--- src/rtl/i2cs_pkg.sv ---
package i2cs_pkg;

  // Event timing variant chosen by the two mode inputs
  typedef enum logic [1:0] {
    TIM_ACK     = 2'b00,  // acknowledge-driven events
    TIM_DIRECT  = 2'b01,  // plain events, no clock delay
    TIM_DELAYED = 2'b10   // plain events, clock delay
  } timing_t;

  // SCL edges that matter to the byte frame
  typedef struct packed {
    logic rise_data;   // rising edge of one of the data bits
    logic fall_last;   // falling edge ahead of the acknowledge bit
    logic rise_last;   // rising edge of the acknowledge bit
    logic fall_after;  // falling edge after the acknowledge bit
  } scl_evt_t;

  function automatic timing_t decode_timing(input logic evt_mode, input logic dly_mode);
    if (!evt_mode)     return TIM_ACK;
    else if (!dly_mode) return TIM_DIRECT;
    else               return TIM_DELAYED;
  endfunction

endpackage

--- src/rtl/i2cs_scl_track.sv ---
module i2cs_scl_track
  import i2cs_pkg::*;
#(
  parameter int DATA_W = 8
) (
  input  logic     clk,
  input  logic     rst,
  input  logic     scl_i,
  input  logic     cond_i,
  output scl_evt_t evt_o
);

  localparam int FRAME_LEN = DATA_W + 1;
  localparam int CNT_W     = $clog2(FRAME_LEN + 1);
  localparam logic [CNT_W-1:0] LAST_IDX = CNT_W'(DATA_W);
  localparam logic [CNT_W-1:0] FULL_IDX = CNT_W'(FRAME_LEN);

  logic             scl_q;
  logic [CNT_W-1:0] cnt_q;
  logic             rise, fall;

  assign rise = scl_i & ~scl_q;
  assign fall = ~scl_i & scl_q;

  always_ff @(posedge clk) begin
    if (rst) begin
      scl_q <= 1'b1;
      cnt_q <= '0;
    end else begin
      scl_q <= scl_i;
      if (cond_i)
        cnt_q <= '0;
      else if (rise && cnt_q != FULL_IDX)
        cnt_q <= cnt_q + 1'b1;
      else if (fall && cnt_q == FULL_IDX)
        cnt_q <= '0;
    end
  end

  always_comb begin
    evt_o            = '0;
    evt_o.rise_data  = ~cond_i & rise & (cnt_q < LAST_IDX);
    evt_o.fall_last  = ~cond_i & fall & (cnt_q == LAST_IDX);
    evt_o.rise_last  = ~cond_i & rise & (cnt_q == LAST_IDX);
    evt_o.fall_after = ~cond_i & fall & (cnt_q == FULL_IDX);
  end


  cnt_range_chk: assert property (@(posedge clk) disable iff (rst)
    cnt_q <= FULL_IDX);


  ninth_count_chk: assert property (@(posedge clk) disable iff (rst)
    evt_o.rise_last |=> cnt_q == FULL_IDX);


  cond_clear_chk: assert property (@(posedge clk) disable iff (rst)
    cond_i |=> cnt_q == '0);

endmodule

--- src/rtl/i2cs_shifter.sv ---
module i2cs_shifter #(
  parameter int DATA_W = 8
) (
  input  logic              clk,
  input  logic              rst,
  input  logic              sda_i,
  input  logic              shift_i,
  output logic [DATA_W-1:0] data_o
);

  logic [DATA_W-1:0] sh_q;

  // First received bit ends up in the top position
  always_ff @(posedge clk) begin
    if (rst)
      sh_q <= '0;
    else if (shift_i)
      sh_q <= {sh_q[DATA_W-2:0], sda_i};
  end

  assign data_o = sh_q;


  shift_in_chk: assert property (@(posedge clk) disable iff (rst)
    shift_i |=> sh_q[0] == $past(sda_i));

endmodule

--- src/rtl/i2cs_rx_buffer.sv ---
module i2cs_rx_buffer
  import i2cs_pkg::*;
#(
  parameter int DATA_W = 8
) (
  input  logic              clk,
  input  logic              rst,
  input  timing_t           mode_i,
  input  logic              fall_last_i,
  input  logic              rise_last_i,
  input  logic              sda_i,
  input  logic [DATA_W-1:0] data_i,
  input  logic              rd_i,
  output logic [DATA_W:0]   rd_data_o
);

  localparam int BUF_W = DATA_W + 1;

  logic [BUF_W-1:0] store_q;
  logic [BUF_W-1:0] plain_word, packed_word, load_word;
  logic [BUF_W-1:0] plain_view, packed_view, read_view;
  logic             load_fall, load_rise, packed_mode, stored_packed_q;

  assign load_fall   = fall_last_i & (mode_i != TIM_ACK);
  assign load_rise   = rise_last_i & (mode_i != TIM_DIRECT);
  assign packed_mode = (mode_i == TIM_DIRECT);

  // Straight layout: byte in the low bits, acknowledge bit on top when known
  assign plain_word = {rise_last_i & sda_i, data_i};

  // Packed layout: first DATA_W-1 bits low, last data bit in the top slot
  generate
    for (genvar i = 0; i < DATA_W - 1; i++) begin : g_pack
      assign packed_word[i]  = data_i[i+1];
      assign packed_view[i+1] = store_q[i];
    end
  endgenerate
  assign packed_word[DATA_W-1] = 1'b0;
  assign packed_word[DATA_W]   = data_i[0];
  assign packed_view[0]        = store_q[DATA_W];
  assign packed_view[DATA_W]   = 1'b0;

  assign plain_view = store_q;
  assign load_word  = packed_mode ? packed_word : plain_word;
  assign read_view  = stored_packed_q ? packed_view : plain_view;

  always_ff @(posedge clk) begin
    if (rst) begin
      store_q         <= '0;
      stored_packed_q <= 1'b0;
    end else if (load_fall | load_rise) begin
      store_q         <= load_word;
      stored_packed_q <= packed_mode;
    end
  end

  always_ff @(posedge clk) begin
    if (rst)
      rd_data_o <= '0;
    else if (rd_i)
      rd_data_o <= read_view;
  end


  rd_hold_chk: assert property (@(posedge clk) disable iff (rst)
    !rd_i |=> $stable(rd_data_o));


  second_load_chk: assert property (@(posedge clk) disable iff (rst)
    (mode_i == TIM_DELAYED && rise_last_i) |=> store_q[DATA_W] == $past(sda_i));


  single_load_chk: assert property (@(posedge clk) disable iff (rst)
    (mode_i == TIM_DIRECT && rise_last_i) |=> $stable(store_q));

endmodule

--- src/rtl/i2cs_event_gen.sv ---
module i2cs_event_gen
  import i2cs_pkg::*;
(
  input  logic     clk,
  input  logic     rst,
  input  timing_t  mode_i,
  input  logic     dly_mode_i,
  input  scl_evt_t evt_i,
  input  logic     cond_i,
  input  logic     sda_i,
  output logic     cond_irq_o,
  output logic     tx_irq_o,
  output logic     rx_irq_o,
  output logic     xfer_req_o,
  output logic     scl_idle_o
);

  logic ack_seen, nack_seen;
  logic tx_d, rx_d, xfer_d;

  assign ack_seen  = evt_i.rise_last & ~sda_i;
  assign nack_seen = evt_i.rise_last &  sda_i;

  always_comb begin
    unique case (mode_i)
      TIM_DIRECT: begin
        tx_d   = evt_i.rise_last;
        rx_d   = evt_i.fall_last;
        xfer_d = evt_i.fall_last;
      end
      TIM_DELAYED: begin
        tx_d   = evt_i.fall_after;
        rx_d   = evt_i.fall_last;
        xfer_d = evt_i.fall_last;
      end
      default: begin
        tx_d   = nack_seen;
        rx_d   = ack_seen;
        xfer_d = ack_seen;
      end
    endcase
  end

  always_ff @(posedge clk) begin
    if (rst) begin
      cond_irq_o <= 1'b0;
      tx_irq_o   <= 1'b0;
      rx_irq_o   <= 1'b0;
      xfer_req_o <= 1'b0;
      scl_idle_o <= 1'b1;
    end else begin
      cond_irq_o <= cond_i;
      tx_irq_o   <= tx_d;
      rx_irq_o   <= rx_d;
      xfer_req_o <= xfer_d;
      scl_idle_o <= ~dly_mode_i;
    end
  end


  txrx_excl_chk: assert property (@(posedge clk) disable iff (rst)
    !(tx_irq_o && rx_irq_o));


  tx_pulse_chk: assert property (@(posedge clk) disable iff (rst)
    tx_irq_o |=> !tx_irq_o);


  rx_pulse_chk: assert property (@(posedge clk) disable iff (rst)
    rx_irq_o |=> !rx_irq_o);


  cond_irq_chk: assert property (@(posedge clk) disable iff (rst)
    cond_i |=> cond_irq_o);


  idle_level_chk: assert property (@(posedge clk) disable iff (rst)
    1'b1 |=> scl_idle_o == !$past(dly_mode_i));

endmodule

--- src/rtl/i2cs_shift_unit.sv ---
module i2cs_shift_unit
  import i2cs_pkg::*;
#(
  parameter int DATA_W = 8
) (
  input  logic            clk,
  input  logic            rst,
  input  logic            scl_i,
  input  logic            sda_i,
  input  logic            evt_mode_i,
  input  logic            dly_mode_i,
  input  logic            cond_det_i,
  input  logic            buf_rd_i,
  output logic            cond_irq_o,
  output logic            tx_irq_o,
  output logic            rx_irq_o,
  output logic            xfer_req_o,
  output logic [DATA_W:0] rd_data_o,
  output logic            scl_idle_o
);

  timing_t           mode;
  scl_evt_t          evt;
  logic [DATA_W-1:0] shift_data;

  assign mode = decode_timing(evt_mode_i, dly_mode_i);

  i2cs_scl_track #(.DATA_W(DATA_W)) u_track (
    .clk    (clk),
    .rst    (rst),
    .scl_i  (scl_i),
    .cond_i (cond_det_i),
    .evt_o  (evt)
  );

  i2cs_shifter #(.DATA_W(DATA_W)) u_shift (
    .clk     (clk),
    .rst     (rst),
    .sda_i   (sda_i),
    .shift_i (evt.rise_data),
    .data_o  (shift_data)
  );

  i2cs_rx_buffer #(.DATA_W(DATA_W)) u_buf (
    .clk         (clk),
    .rst         (rst),
    .mode_i      (mode),
    .fall_last_i (evt.fall_last),
    .rise_last_i (evt.rise_last),
    .sda_i       (sda_i),
    .data_i      (shift_data),
    .rd_i        (buf_rd_i),
    .rd_data_o   (rd_data_o)
  );

  i2cs_event_gen u_evt (
    .clk        (clk),
    .rst        (rst),
    .mode_i     (mode),
    .dly_mode_i (dly_mode_i),
    .evt_i      (evt),
    .cond_i     (cond_det_i),
    .sda_i      (sda_i),
    .cond_irq_o (cond_irq_o),
    .tx_irq_o   (tx_irq_o),
    .rx_irq_o   (rx_irq_o),
    .xfer_req_o (xfer_req_o),
    .scl_idle_o (scl_idle_o)
  );


  xfer_follows_chk: assert property (@(posedge clk) disable iff (rst)
    xfer_req_o |-> rx_irq_o);


  tx_nack_chk: assert property (@(posedge clk) disable iff (rst)
    (tx_irq_o && $past(!evt_mode_i)) |-> $past(sda_i));


  rx_ack_chk: assert property (@(posedge clk) disable iff (rst)
    (rx_irq_o && $past(!evt_mode_i)) |-> !$past(sda_i));

endmodule

--- config.mk ---
export PLATFORM = sky130hd
export DESIGN_NAME = i2cs_shift_unit
export DESIGN_NICKNAME = d
export VERILOG_FILES = /design/src/rtl/i2cs_pkg.sv /design/src/rtl/i2cs_scl_track.sv /design/src/rtl/i2cs_shifter.sv /design/src/rtl/i2cs_rx_buffer.sv /design/src/rtl/i2cs_event_gen.sv /design/src/rtl/i2cs_shift_unit.sv
export SDC_FILE = /design/constraint.sdc
export NUM_CORES = 1
export LEC_CHECK = 0
export ABC_CLOCK_PERIOD_IN_PS = 2400
export CORE_MARGIN = 8
export CORE_UTILIZATION = 30
export CTS_BUF_LIST = sky130_fd_sc_hd__clkbuf_8
export CTS_CLUSTER_DIAMETER = 30
export DETAILED_ROUTE_END_ITERATION = 10
export SYNTH_ARGS = -nofsm -noshare
export SYNTH_HDL_FRONTEND = slang
export SYNTH_SLANG_ARGS = --single-unit
--- constraint.sdc ---
create_clock -name clk -period 2.4 [get_ports clk]
set_clock_uncertainty 0.05 [all_clocks]
set_input_delay 0.48 -clock clk [delete_from_list [all_inputs] [get_ports clk]]
set_output_delay 0.48 -clock clk [all_outputs]
set_load 0.01 [all_outputs]
== Word-level counts from Yosys, hierarchy flattened ==
Index checks and enable logic that the tools add are counted.

* Register bits: 36
* Bits of input ports: 8
* Word-level logic and storage cells: 50

* Add/sub/neg operators: 1
* $lt $le $gt $ge: 1
* Eq/ne operators: 6
* Multiplexer cells: 8
* Bitwise operators: 18
* Reduce and logical (&&, ||, !) cells: 6

{| class="wikitable"
|+ Operator list
! cell !! number
|-
| 9-bit 2-to-1 mux || 2
|-
| 1-bit AND || 12
|-
| 4-bit == test (second input constant) || 2
|-
| 4-bit 2-to-1 mux || 2
|-
| 1-bit NOT || 5
|-
| 4-bit by 1-bit adder with 4-bit output (second input constant) || 1
|-
| 4-bit < comparator (second input constant) || 1
|-
| 2-bit 2-to-1 mux || 2
|-
| 4-bit != test (second input constant) || 1
|-
| 2-bit nonzero test || 2
|-
| 2-bit OR reduction || 2
|-
| 2-bit by 1-bit == test with 1-bit output (second input constant) || 1
|-
| 2-bit == test (second input constant) || 1
|-
| 1-bit logical AND || 2
|-
| 2-bit by 1-bit != test with 1-bit output (second input constant) || 1
|-
| 1-bit case mux with 2 select lines || 1
|-
| 1-bit 2-to-1 mux || 1
|-
| 1-bit bitwise OR || 1
|}

== Logic depth before layout (Yosys ltp) ==
* Depth in word-level cells: 6
* Mapped depth: 7

== By module ==
A second synthesis with hierarchy kept.

* Cells, all modules: 189
* Area, all modules: 1737.9 µm²

{| class="wikitable"
|+ Modules (own cells, without submodules)
! module !! times used !! cells each !! area an instance (µm²) !! sequential area each (µm²)
|-
| i2cs_rx_buffer || 1 || 103 || 895.9 || 380.4
|-
| i2cs_scl_track || 1 || 40 || 360.3 || 100.1
|-
| i2cs_shifter || 1 || 26 || 285.3 || 160.2
|-
| i2cs_event_gen || 1 || 18 || 180.2 || 80.1
|-
| i2cs_shift_unit || 1 || 2 || 16.3 || 0.0
|}

== Least setup slack after synthesis ==
OpenSTA, ideal clock, no wires.

* Kind: flip-flop to flip-flop
* From: reg u_track.cnt_q[0]
* To: reg u_track.cnt_q[1]
* Library setup time: 103 ps
* Arrival time: 1385 ps
* Setup slack: 862 ps
* Cell stages (with the launch flop): 6
* Path buffers: 0
* Period minus slack after synthesis: 1538 ps
* Cells stage by stage: dfxtp_1 > ha_1 > nand3b_2 > nand2_2 > mux2_4 > a2111oi_2

* Word-level cells in the longest chain between the ends: 3
* Elaborated cells between the ends (all ways): 7
* Classes of those cells: 1 x add/sub; 2 x eq/ne; 1 x mux; 3 x reduce/logical

{| class="wikitable"
|+ Ends and longest elaborated chain
! element !! line !! text
|-
| start, declared || i2cs_scl_track.sv:19 || <nowiki>logic [CNT_W-1:0] cnt_q;</nowiki>
|-
| start signal, assigned || i2cs_scl_track.sv:34 || <nowiki>cnt_q <= cnt_q + 1'b1;</nowiki>
|-
| branches (longest 3 deep; another with 4-bit by 1-bit adder with 4-bit output) || -- ||
|}

Parallel ways; which one is timed is not known.
A chain may end at the register's enable or synchronous reset.

== Final worst setup path ==
* From: in scl_i
* To: reg u_buf.store_q[1], in the netlist u_buf.plain_view[1]

* Word-level cells in the longest chain between the ends: 6
* Elaborated cells between the ends (all ways): 10
* Classes of those cells: 10 x bitwise

{| class="wikitable"
|+ Ends and longest elaborated chain
! element !! line !! text
|-
| start, declared || i2cs_shift_unit.sv:8 || <nowiki>input logic scl_i,</nowiki>
|-
| 1-bit NOT || i2cs_scl_track.sv:23 || <nowiki>assign fall = ~scl_i & scl_q;</nowiki>
|-
| 1-bit AND || i2cs_scl_track.sv:23 ||
|-
| 1-bit AND (2 in a row) || i2cs_scl_track.sv:43 || <nowiki>evt_o.fall_last = ~cond_i & fall & (cnt_q == LAST_IDX);</nowiki>
|-
| 1-bit AND || i2cs_rx_buffer.sv:24 || <nowiki>assign load_fall = fall_last_i & (mode_i != TIM_ACK);</nowiki>
|-
| 1-bit bitwise OR * || i2cs_rx_buffer.sv:51 || <nowiki>end else if (load_fall | load_rise) begin</nowiki>
|-
| end signal, assigned || i2cs_rx_buffer.sv:52 || <nowiki>store_q <= load_word;</nowiki>
|-
| end, declared || i2cs_rx_buffer.sv:19 || <nowiki>logic [BUF_W-1:0] store_q;</nowiki>
|}

Every way passes the cells marked *; elsewhere a longest branch is shown, timed or not.

==> run metrics <==
Slew @ Worst Pin=0.5609 ns; grt ovf=0; post-DR wirelength/cell=approximately 12 um; worst reg2reg path startpoint=u_track.cnt_q[0]; final setup fails=0; CP max FO=16; register bit total from synthesis=36; maxcap violations=0; Post-CTS Hold Buffers=0; Mean Syn Cell Area=9.576 um2; initial cell density of the core=between 30% and 40%; synth warn=0; # diodes=0; Nets=211; CTS sink count=36; RSZ-0062 raised after global routing=no; HPWL after detailed placement=around 2300 um; cts repair resizes=0; final core occ=38.41%; # IOs=22; CTS tree=built; reg2reg end=u_track.cnt_q[1]; Skew-Pair Late Insertion Delay=0.29 ns; Die Area=8505 um2; hold_sp=u_buf.rd_data_o[8]; Pleak=0.0006938 uW; hold depth=2; worst min-delay path class=register to register; r2r setup slk=approximately 0.67 ns; largest net degree at the start of global routing=26; crit-path cells=clkdlybuf4s50_1 > nand2b_1 > o22ai_4 > a21oi_1 > a311oi_1; vias per cell=about 4.8; Longest Clk Path Bufs=2; Seq/Total Area, Yosys=approximately 41%; Largest stage delay, worst path=between 0.7 and 0.8 ns; Slew headroom=a little over three fifths; die height=92.22 um; Clock Pin Slew Worst Setup and Hold Paths=~0.080 ns; first-pass GRT wire length=roughly 5600 um; Post-Synthesis Cell Area=roughly 1700 um2; worst vdd rail ir drop=around 0.00031 V; Post-Synthesis Cells=182; kind of end point of the critical path=register; initial antenna violation count=0; min Tclk post-route=between 1.5 and 2 ns; Final Hold Fails=0; Iter 0 DRT Violations=91; number of global-route vias before repair=between 1000 and 1500; drt first pass iters=4; number of library cell types mapped by synthesis=39; number of H-tree levels=2; Hold EP=u_buf.rd_data_o[8]; TNS Setup=0 ns; Num CTS Buffers=5; share of cells above drive strength 1=a little over an eighth; power density over the cells=around 680 nW/um2; Syn-to-layout area delta=22.83%; WP data arrival=approximately 2.1 ns; Crit path required time=2.55 ns; Die X=92.22 um; All-Layer GR Usage=~8%; Critical-path top delay cell=clkdlybuf4s50_1; worst reg2reg path depth=5; GP Congestion=between 0.7 and 0.8; via count=1310; Pins Over Slew Limit=0; I/O Buffers=21; worst setup path category=input pin to register; final antenna-violating net count=0; routed wire length=about 3200 um; startpoint type of the worst setup path=input pin; DRC Markers=0; Core Area=between 5000 and 6000 um2; Post-CTS Setup Inserts=0; Max Fclk=a little over 500 MHz; root buffer cell=clkbuf_8; status=finished, final reports clean; fin crit share=between 80% and 90%; std cell rows=27; synthesized net count=roughly 190
-- sequential cells by signal, indices dropped and copies added, names as in the netlist --
signal / flops
u_buf.plain_view: 9
u_buf.rd_data_o: 9
u_shift.data_o: 8
u_track.cnt_q: 4
u_buf.stored_packed_q: 1
u_evt.cond_irq_o: 1
u_evt.rx_irq_o: 1
u_evt.scl_idle_o: 1
u_evt.tx_irq_o: 1
u_track.scl_q: 1
-- synth_stat cells, drive strengths merged --
cell type   n  area, um2
dfxtp      36      720.7
a21oi      20      107.6
nand2      19      73.82
mux2i      17      170.2
nor2       14      67.56
a211oi     10      75.07
buf         8      72.56
a311oi      7      61.31
clkbuf      7      26.28
nand2b      6      37.54
o21ai       5      25.02
nand3b      4      46.29
a2111oi     3      38.79
ha          3      37.54
nor3b       3      22.52
inv         2      7.510
nand4       2      12.51
nor2b       2      12.51
nor3        2      10.01
a21bo       1      10.01
a22o        1      8.760
a2bb2oi     1      8.760
and2b       1      7.510
and4bb      1      12.51
mux2        1      15.01
nand3       1      5.000
o21bai      1      7.510
o22ai       1      20.02
or2         1      6.260
or2b        1      7.510
or3b        1      8.760
-- metal layers --
layer  vias up  GRT usage, %  wire (um)
met4         0         4.832         83
li1        690             -          -
met5         -             0          0
met1       594         9.628       1560
met2        20         12.34       1431
met3         6         2.445        137
-- per-stage QoR --
| stage | setup slack (ns) | hold slack [ns] | power (uW) | cells | instance area [um2] |
|---|---|---|---|---|---|
| 5_1_grt | 0.2221 | 0.4500 | 1518 | 273 | 2141 |
| 4_1_cts | 0.4322 | 0.4273 | 1481 | 273 | 2141 |
| 6_report | 0.4422 | 0.4233 | 1458 | 273 | 2141 |
| 3_3_place_gp | 0.1770 | 0.4111 | 732.8 | 265 | 1982 |
| 2_1_floorplan | 0.8617 | 0.3990 | 695.9 | 182 | 1743 |
| 3_5_place_dp | 0.1082 | 0.4146 | 733.6 | 265 | 1982 |
-- placed cells by master, fill, tap and decap left out, drive strengths merged --
cell           instances
or3b                   1
a22o                   1
a21bo                  1
nand2b                 6
and4bb                 1
nand3b                 4
bufinv                 3
inv                    2
mux2i                 17
dfxtp                 36
nor2                  14
o21ai                  5
buf                    5
clkdlybuf4s50         21
nor3b                  3
o22ai                  1
a311oi                 7
nor2b                  2
nand3                  1
a2111oi                3
nand4                  2
mux2                   1
o21bai                 1
a211oi                10
a2bb2oi                1
nand2                 19
a21oi                 20
and2b                  1
ha                     3
or2                    1
nor3                   2
clkbuf                 5
or2b                   1
-- layout make-up --
cell class | instances | area, um2
timing repair buffer | 26 | 247.7
clock inverter | 3 | 90.09
sequential | 36 | 720.7
tap | 72 | 90.09
fill | 568 | 3433
clock buffer | 5 | 68.82
multi-input combinational | 129 | 915.9
inverter | 2 | 7.507
-- how the worst max path moves through the flow --
stage / startpoint / to
after detailed placement: scl_i / u_buf.plain_view[6]
after CTS: scl_i / u_buf.plain_view[6]
final: scl_i / u_buf.plain_view[1]
after global routing: scl_i / u_buf.plain_view[1]
after global placement: scl_i / u_buf.plain_view[0]
after floorplan: u_track.cnt_q[0] / u_track.cnt_q[1]
-- worst max-delay path: cells and delay by family --
family / cells / cell delay (ns)
compound gates: 3 / 0.74
buf+inv: 1 / 0.74
simple gates: 1 / 0.16
-- power by group --
part | total (uW) | switching (uW) | internal (uW)
Combinational | 103 | 54.3 | 49.0
Sequential | 615 | 7.52 | 607
Clock | 740 | 220 | 520
Total | 1460 | 282 | 1180
-- logic make-up after synthesis --
| family | after synthesis | synth area share [%] |
|---|---|---|
| fa+ha+maj | 3 | 2.154 |
| buf+inv | 17 | 6.102 |
| compound gates | 50 | 20.82 |
| simple gates | 58 | 18.95 |
| flops | 36 | 41.35 |
| mux | 18 | 10.62 |
Note: power is estimated with default switching activity, not from simulation.
